File: src/rtl/refcmp_pkg.sv
package refcmp_pkg;
  localparam int REG_W = 16;
  localparam int PRE_W = 8;

  localparam logic [4:0] OFF_MODE = 5'h00;
  localparam logic [4:0] OFF_REF  = 5'h04;
  localparam logic [4:0] OFF_CAP  = 5'h08;
  localparam logic [4:0] OFF_CNT  = 5'h0C;
  localparam logic [4:0] OFF_EVT  = 5'h11;

  localparam logic [1:0] SRC_DIV16 = 2'd2;

  // Field order matches the mode word, msb first.
  typedef struct packed {
    logic [PRE_W-1:0] preset;
    logic [1:0]       capEdge;
    logic             outMode;
    logic             refIrqEn;
    logic             restartOnRef;
    logic [1:0]       clkSrc;
    logic             run;
  } modeFields_t;

  typedef struct packed {
    logic             clear;
    logic             load;
    logic [REG_W-1:0] loadVal;
  } dpStrobe_t;
endpackage

File: src/rtl/refcmp_dp.sv
module refcmp_dp
  import refcmp_pkg::*;
#(
  parameter int DIV_LOG2 = 4
) (
  input  logic              clk,
  input  logic              rstN,
  input  modeFields_t       mode,
  input  dpStrobe_t         strobe,
  input  logic [REG_W-1:0]  refVal,
  output logic [REG_W-1:0]  count,
  output logic              hit
);
  localparam int PC_W = PRE_W + DIV_LOG2;

  logic [PC_W-1:0] preCnt;
  logic [PC_W-1:0] preLimit;
  logic            tick;

  // (P+1)*2^DIV_LOG2 - 1 is just P with the low bits set.
  always_comb begin
    if (mode.clkSrc == SRC_DIV16)
      preLimit = {mode.preset, {DIV_LOG2{1'b1}}};
    else
      preLimit = {{DIV_LOG2{1'b0}}, mode.preset};
  end

  assign tick = mode.run && (preCnt == preLimit);
  assign hit  = tick && (count == refVal);

  always_ff @(posedge clk) begin
    if (!rstN)                       preCnt <= '0;
    else if (strobe.clear || !mode.run) preCnt <= '0;
    else if (tick)                   preCnt <= '0;
    else                             preCnt <= preCnt + 1'b1;
  end

  always_ff @(posedge clk) begin
    if (!rstN)                           count <= '0;
    else if (strobe.clear)               count <= '0;
    else if (strobe.load)                count <= strobe.loadVal;
    else if (hit && mode.restartOnRef)   count <= '0;
    else if (tick)                       count <= count + 1'b1;
  end

  p_hold_stopped_r3: assert property (@(posedge clk) disable iff (!rstN)
    (!mode.run && !strobe.clear && !strobe.load) |=> $stable(count));

  p_clear_zero_r5: assert property (@(posedge clk) disable iff (!rstN)
    strobe.clear |=> (count == '0));

  p_restart_zero_r7: assert property (@(posedge clk) disable iff (!rstN)
    (hit && mode.restartOnRef && !strobe.clear && !strobe.load) |=> (count == '0));

  p_load_value_r6: assert property (@(posedge clk) disable iff (!rstN)
    (strobe.load && !strobe.clear) |=> (count == $past(strobe.loadVal)));
endmodule

File: src/rtl/refcmp_ctrl.sv
module refcmp_ctrl
  import refcmp_pkg::*;
#(
  parameter int ADDR_W = 5
) (
  input  logic              clk,
  input  logic              rstN,
  input  logic              busSel,
  input  logic              busWr,
  input  logic [ADDR_W-1:0] busAddr,
  input  logic [REG_W-1:0]  busWData,
  output logic [REG_W-1:0]  busRData,
  output logic              irqOut,
  input  logic [REG_W-1:0]  count,
  input  logic              hit,
  output modeFields_t       mode,
  output logic [REG_W-1:0]  refVal,
  output dpStrobe_t         strobe
);
  logic [REG_W-1:0] capReg;
  logic             evtRef;
  logic             wrEn;
  logic             selMode, selRef, selCap, selCnt, selEvt, selNone;

  assign wrEn    = busSel && busWr;
  assign selMode = (busAddr == ADDR_W'(OFF_MODE));
  assign selRef  = (busAddr == ADDR_W'(OFF_REF));
  assign selCap  = (busAddr == ADDR_W'(OFF_CAP));
  assign selCnt  = (busAddr == ADDR_W'(OFF_CNT));
  assign selEvt  = (busAddr == ADDR_W'(OFF_EVT));
  assign selNone = !(selMode || selRef || selCap || selCnt || selEvt);

  always_ff @(posedge clk) begin
    if (!rstN) begin
      mode   <= '0;
      refVal <= '0;
      capReg <= '0;
    end else if (wrEn) begin
      if (selMode) begin
        mode <= modeFields_t'(busWData);
        if (mode.run && !busWData[0]) refVal <= '0;
      end
      if (selRef) refVal <= busWData;
      if (selCap) capReg <= busWData;
    end
  end

  // A match in the same cycle as a clear keeps the flag set.
  always_ff @(posedge clk) begin
    if (!rstN)                              evtRef <= 1'b0;
    else if (hit)                           evtRef <= 1'b1;
    else if (wrEn && selEvt && busWData[1]) evtRef <= 1'b0;
  end

  always_comb begin
    strobe.clear   = wrEn && (selMode || selRef);
    strobe.load    = wrEn && selCnt;
    strobe.loadVal = busWData;
  end

  always_comb begin
    busRData = '0;
    if (selMode) busRData = REG_W'(mode);
    if (selRef)  busRData = refVal;
    if (selCap)  busRData = capReg;
    if (selCnt)  busRData = count;
    if (selEvt)  busRData = {{(REG_W-2){1'b0}}, evtRef, 1'b0};
  end

  assign irqOut = mode.refIrqEn && evtRef;

  p_hit_sets_flag_r7: assert property (@(posedge clk) disable iff (!rstN)
    hit |=> evtRef);

  p_w1c_clear_r8: assert property (@(posedge clk) disable iff (!rstN)
    (wrEn && selEvt && busWData[1] && !hit) |=> !evtRef);

  p_off_clears_ref_r10: assert property (@(posedge clk) disable iff (!rstN)
    (wrEn && selMode && mode.run && !busWData[0]) |=> (refVal == '0));

  p_unmapped_inert_r11: assert property (@(posedge clk) disable iff (!rstN)
    (wrEn && selNone && !hit) |=> ($stable(mode) && $stable(refVal) && $stable(capReg) && $stable(evtRef)));
endmodule

File: src/rtl/refcmp_timer.sv
module refcmp_timer
  import refcmp_pkg::*;
#(
  parameter int ADDR_W   = 5,
  parameter int DIV_LOG2 = 4
) (
  input  logic              clk,
  input  logic              rstN,
  input  logic              busSel,
  input  logic              busWr,
  input  logic [ADDR_W-1:0] busAddr,
  input  logic [15:0]       busWData,
  output logic [15:0]       busRData,
  output logic              irqOut
);
  modeFields_t      mode;
  dpStrobe_t        strobe;
  logic [REG_W-1:0] refVal;
  logic [REG_W-1:0] count;
  logic             hit;

  refcmp_ctrl #(.ADDR_W(ADDR_W)) i_ctrl (
    .clk(clk), .rstN(rstN), .busSel(busSel), .busWr(busWr),
    .busAddr(busAddr), .busWData(busWData), .busRData(busRData),
    .irqOut(irqOut), .count(count), .hit(hit), .mode(mode),
    .refVal(refVal), .strobe(strobe)
  );

  refcmp_dp #(.DIV_LOG2(DIV_LOG2)) i_dp (
    .clk(clk), .rstN(rstN), .mode(mode), .strobe(strobe),
    .refVal(refVal), .count(count), .hit(hit)
  );
endmodule

File: config.mk
export PLATFORM = sky130hd
export DESIGN_NAME = refcmp_timer
export DESIGN_NICKNAME = d
export VERILOG_FILES = /design/src/rtl/refcmp_pkg.sv /design/src/rtl/refcmp_dp.sv /design/src/rtl/refcmp_ctrl.sv /design/src/rtl/refcmp_timer.sv
export SDC_FILE = /design/constraint.sdc
export NUM_CORES = 1
export LEC_CHECK = 0
export ABC_AREA = 1
export BUFFER_PORTS_ARGS = -buffer_cell sky130_fd_sc_hd__buf_2
export CAP_MARGIN = 20
export CORE_MARGIN = 2
export CORE_UTILIZATION = 60
export DETAILED_ROUTE_END_ITERATION = 10
export PLACE_DENSITY = 0.81
export SKIP_LAST_GASP = 1
export SYNTH_ARGS = -nofsm -noshare
export SYNTH_HDL_FRONTEND = slang
export SYNTH_SLANG_ARGS = --single-unit
File: constraint.sdc
create_clock -name clk -period 5.98 [get_ports clk]
set_input_delay 1.794 -clock clk [delete_from_list [all_inputs] [get_ports clk]]
set_output_delay 1.794 -clock clk [all_outputs]
set_load 0.005 [all_outputs]
# [Word-level counts from Yosys, hierarchy flattened]
# Cells that the tools add are included.
[classes] n_addsub=2 eq_ne=7 muxes=14 n_bitwise=1 reduce_logical=24
[ops] op="2-to-1 mux 16 bit" n=11
[ops] op="adder 16 x 1 -> 16 bit (second input constant)" n=1
[ops] op="== test 16 bit" n=1
[ops] op="adder 12 x 1 -> 12 bit (second input constant)" n=1
[ops] op="== test 12 bit" n=1
[ops] op="2-to-1 mux 12 bit" n=1
[ops] op="== test 5 x 4 -> 1 bit (second input constant)" n=2
[ops] op="logical AND 1 bit" n=10
[ops] op="nonzero test 2 bit" n=3
[ops] op="== test 5 x 3 -> 1 bit (second input constant)" n=1
[ops] op="== test 5 bit (second input constant)" n=1
[ops] op="logical NOT 5 bit" n=1
[ops] op="AND reduction 2 bit" n=2
[ops] op="AND reduction 3 bit" n=1
[ops] op="nonzero test 3 bit" n=1
[ops] op="OR reduction 3 bit" n=1
[ops] op="== test 2 bit (second input constant)" n=1
[ops] op="logical NOT 1 bit" n=2
[ops] op="logical OR 1 bit" n=2
[ops] op="2-to-1 mux 1 bit" n=2
[ops] op="OR reduction 2 bit" n=1
[ops] op="inverter 1 bit" n=1
[totals] regBits=77 input_bits=25 out_inout_bits=17 elab_cells=60

# [Logic depth before layout (Yosys ltp)]
[depth] ltp_word=8 ltp_mapped=15 mapped_depth_nobuf=14

# [Hierarchy]
# A second synthesis with hierarchy kept.
[unflattened] cells_unflattened=709 area_unflattened_um2=4685.7
[modules_own_cells] mod="refcmp_ctrl" instances=1 cells_each=368 area_per_inst_um2=2509.9 seq_area_each_um2=980.9
[modules_own_cells] mod="refcmp_dp" instances=1 cells_each=341 area_per_inst_um2=2175.8 seq_area_each_um2=560.5

# [Least setup slack after synthesis]
# Ideal clock, no wire load.
[synth_path] path_kind="input -> output" start="input busAddr[4]" end="output busRData[11]" arrival_time_ps=2928 required_time_ps=4186 path_slack_ps=1258 path_stages=8 path_buffers=1 path_cell_list="nor3_2 > nand2_1 > nor2_2 > clkbuf_1 > nand2_1 > o211ai_1 > o21ai_0 > inv_1"
[synth_between] elab_chain_cells=6 elab_cells_between_ends=10 cone_classes="4 x eq/ne; 5 x mux; 1 x reduce/logical"
[synth_rtl] item="start: declaration" line="refcmp_timer.sv:11" rtl="input logic [ADDR_W-1:0] busAddr,"
[synth_rtl] item="logical NOT 5 bit" line="refcmp_ctrl.sv:26" rtl="assign selMode = (busAddr == ADDR_W'(OFF_MODE));"
[synth_rtl] item="2-to-1 mux 16 bit" line="refcmp_ctrl.sv:63" rtl="if (selMode) busRData = REG_W'(mode);"
[synth_rtl] item="2-to-1 mux 16 bit" line="refcmp_ctrl.sv:64" rtl="if (selRef) busRData = refVal;"
[synth_rtl] item="2-to-1 mux 16 bit" line="refcmp_ctrl.sv:65" rtl="if (selCap) busRData = capReg;"
[synth_rtl] item="2-to-1 mux 16 bit" line="refcmp_ctrl.sv:66" rtl="if (selCnt) busRData = count;"
[synth_rtl] item="2-to-1 mux 16 bit (*)" line="refcmp_ctrl.sv:67" rtl="if (selEvt) busRData = {{(REG_W-2){1'b0}}, evtRef, 1'b0};"
[synth_rtl] item="end: declaration" line="refcmp_timer.sv:13" rtl="output logic [15:0] busRData,"
# Every way passes the cells marked *; elsewhere a longest branch is shown, timed or not.

# [Final worst setup path]
[layout_path] start="input busAddr[4]" end="output busRData[13]"
# The elaborated chain is that of the path after synthesis.

==> impl_metrics.py <==
metrics = {
    "outcome": {
        "status": "completed",
    },
    "clock_network": {
        "clk_latency_ns": 0.35,
        "h-tree-depth": 3,
        "clock_path_buffers": 2,
        "post_cts_resized": 0,
        "hold_buffers": 0,
        "cts-root-buf": "clkbuf_8",
        "cts_num_sinks": 77,
        "postCtsSetupBuffers": 0,
        "cts_tree": "yes",
        "cts_made_buffers": 9,
        "clk_pin_slew_ns": 0.08,
    },
    "finish": {
        "area_delta_synth_final_pct": 10.0,
        "final_cells": 815,
        "antenna_cells": 0,
        "fin_util": 0.675,
        "layout-drive-gt1-share": 0.109,
        "finish.instance_area_mm2": 0.00484,
        "finish.net_count": 739,
    },
    "timing": {
        "fin_crit_sh": 0.848,
        "whs_ns": 0.470,
        "relSlewSlack": 0.515,
        "setup_viol": 0,
        "rsz0062_at_grt": "false",
        "final.setup.tns_ns": 0,
        "finClkSkew_ns": 0.0129,
        "worst_pin_slew_ns": 0.726,
        "maxSlewViolCount": 0,
        "timing.fmax_mhz": 197,
        "setup_ws_ns": 0.911,
        "finalHoldViolations": 0,
        "fin_crit_ns": 5.07,
    },
    "route": {
        "drt_wl_total_um": 12900,
        "detail_route.wl_per_cell_um": 15.8,
        "dr.pass1.iters": 6,
        "drtIter0Drc": 488,
        "drc": 0,
        "vias_per_cell": 5.69,
        "num_vias": 4638,
        "ant_nets": 0,
    },
    "power_and_ir_drop": {
        "p_leak_nw": 2.07,
        "total_power_mw": 1.02,
        "ir_drop_mv": 0.174,
        "powerDensity_mw_per_mm2": 210,
    },
    "worst_setup_path": {
        "arrival_ns": 3.28,
        "cp_max_fo": 10,
        "reg2regPathDepth": 11,
        "cp.required_ns": 4.19,
        "critical_path_class": "input pin to primary output",
        "startpoint_type": "input pin",
        "cp-startpoint": "busAddr[4]",
        "worstReg2RegEnd": "i_dp.count[11]$_SDFFE_PP0P_",
        "r2r_setup_slack_ns": 2.80,
        "r2r_start": "i_ctrl.mode[2]$_SDFFE_PN0P_",
        "end_kind": "primary output",
        "cp-endpoint": "busRData[13]",
    },
    "global_route": {
        "grt_pass1_vias": 4130,
        "grt_antenna_before_repair": 0,
        "grt_util_all_layers": 0.331,
        "grt_overflow": 0,
        "grt_max_degree": 32,
        "grt_pass1_wl_um": 20300,
    },
    "logic_synthesis": {
        "netlist_area_mm2": 0.00440,
        "yosysUniqueCellTypes": 35,
        "syn_area_per_cell_um2": 6.44,
        "yosysWarnings": 0,
        "ys_ff_latch": 77,
        "synthesis.nets": 711,
        "synth_area_leaders": "dfxtp_1 (35%), nand2_1 (14%), nor2_1 (9.5%)",
        "synth_top_area_cell": "dfxtp_1",
        "synth_edf_count": 0,
        "yosys_most_used_dff": "dfxtp_1",
        "seq_area_frac_synth": 0.350,
        "netlist_instances": 684,
        "synthDominantCellAreaShare": 0.350,
        "synthArstFlopShare": 0,
    },
    "flow_run": {
        "maxCapViolCount": 0,
    },
    "floorplanning": {
        "io_pins": 42,
        "rows": 31,
        "fp.dieW_um": 89.7,
        "die-area_mm2": 0.00804,
        "initial_core_util": 0.614,
        "core_mm2": 0.00718,
        "die_h_um": 89.7,
    },
    "placement": {
        "portBuffers": 41,
        "dp.cells": 799,
        "hpwl_um": 9350,
        "post-place-ws_ns": 0.922,
        "place_area_mm2": 0.00462,
        "place_congestion": 0.976,
    },
    "min_path": {
        "holdCritPathClass": "register to register",
    },
}
kinds of logic (layout without fill, tap and decap cells):
group	Yosys count	count (layout)	synth area share
and+or+nand+nor	365	365	0.354
xor gates and xnor gates	31	31	0.0617
AOI/OAI and AO/OA	112	112	0.138
buffers and inverters	97	129	0.0906
adders and majority gates	2	2	0.00568
DFF	77	77	0.350
routing by layer:
metal / wire [um] / vias to the layer above / GRT usage
met1: 5460 / 2111 / 0.435
met4: 380 / 0 / 0.136
met2: 5970 / 227 / 0.552
met5: 0 / - / 0
li1: - / 2267 / -
met3: 1070 / 33 / 0.0402
where the power goes:
group          internal (mW)  switching, mW  leakage (nW)
logic                 0.0186         0.0415          1.35
registers              0.515        0.00386         0.620
clock network          0.244          0.192         0.105
total                  0.778          0.238          2.07
final cells by class:
cell class | count | area (um^2)
tap | 99 | 124
clock buffer | 11 | 141
timing repair buffer | 46 | 246
multi-input combinational | 510 | 2460
clock inverter | 4 | 72.6
inverter | 68 | 255
fill | 668 | 2330
sequential | 77 | 1540
worst min path at each step:
stage | start | endpoint | slack [ns] | cells after the start
after floorplan | i_dp.preCnt[0]$_SDFF_PP0_ | i_dp.preCnt[0]$_SDFF_PP0_ | 0.43 | 1
after global placement | i_dp.preCnt[0]$_SDFF_PP0_ | i_dp.preCnt[0]$_SDFF_PP0_ | 0.45 | 1
after detailed placement | i_dp.preCnt[0]$_SDFF_PP0_ | i_dp.preCnt[0]$_SDFF_PP0_ | 0.46 | 1
after CTS | i_ctrl.capReg[0]$_SDFFE_PN0P_ | i_ctrl.capReg[0]$_SDFFE_PN0P_ | 0.47 | 2
after global routing | i_ctrl.capReg[0]$_SDFFE_PN0P_ | i_ctrl.capReg[0]$_SDFFE_PN0P_ | 0.49 | 2
final | i_dp.preCnt[0]$_SDFF_PP0_ | i_dp.preCnt[0]$_SDFF_PP0_ | 0.47 | 1
synthesized netlist by cell type (6+ instances only):
library cell,instances
nand2_1,167
nand4_1,20
nand3_1,42
o21ai_0,47
o211ai_1,7
nor3_1,7
inv_1,62
nor2_1,112
a21oi_1,46
buf_2,6
dfxtp_1,77
xnor2_1,16
clkbuf_1,16
xor2_1,15
worst max-delay path, stage by stage:
cell and delay, ns:
buf_2 0.11, nor3_2 0.22, nand2_1 0.15, nor2_2 0.35
buf_4 0.23, nand2_1 0.06, o211ai_1 0.08, o21ai_0 0.11
inv_1 0.07, buf_2 0.10
cells in the final DEF (no fill, tap or decap), types with 3 or more instances in the layout:
cell type  instances
nor2_4             4
a31oi_1            3
o221ai_1           4
nand4_1           20
nor3_1             7
nand2_1          167
o21ai_0           47
xor2_1            15
o211ai_1           7
clkbuf_8          10
inv_1             62
nor2_1           112
dfxtp_1           77
buf_2             41
buf_4              4
nand3_1           42
nor2_2             3
inv_2              5
a21oi_1           46
xnor2_1           16
registers in the layout (all words and copies together) (netlist names):
register,count
i_ctrl.capReg,16
i_ctrl.evtRef,1
i_ctrl.mode,16
i_ctrl.refVal,16
i_dp.count,16
i_dp.preCnt,12
Note: power is estimated with default switching activity, not from simulation.
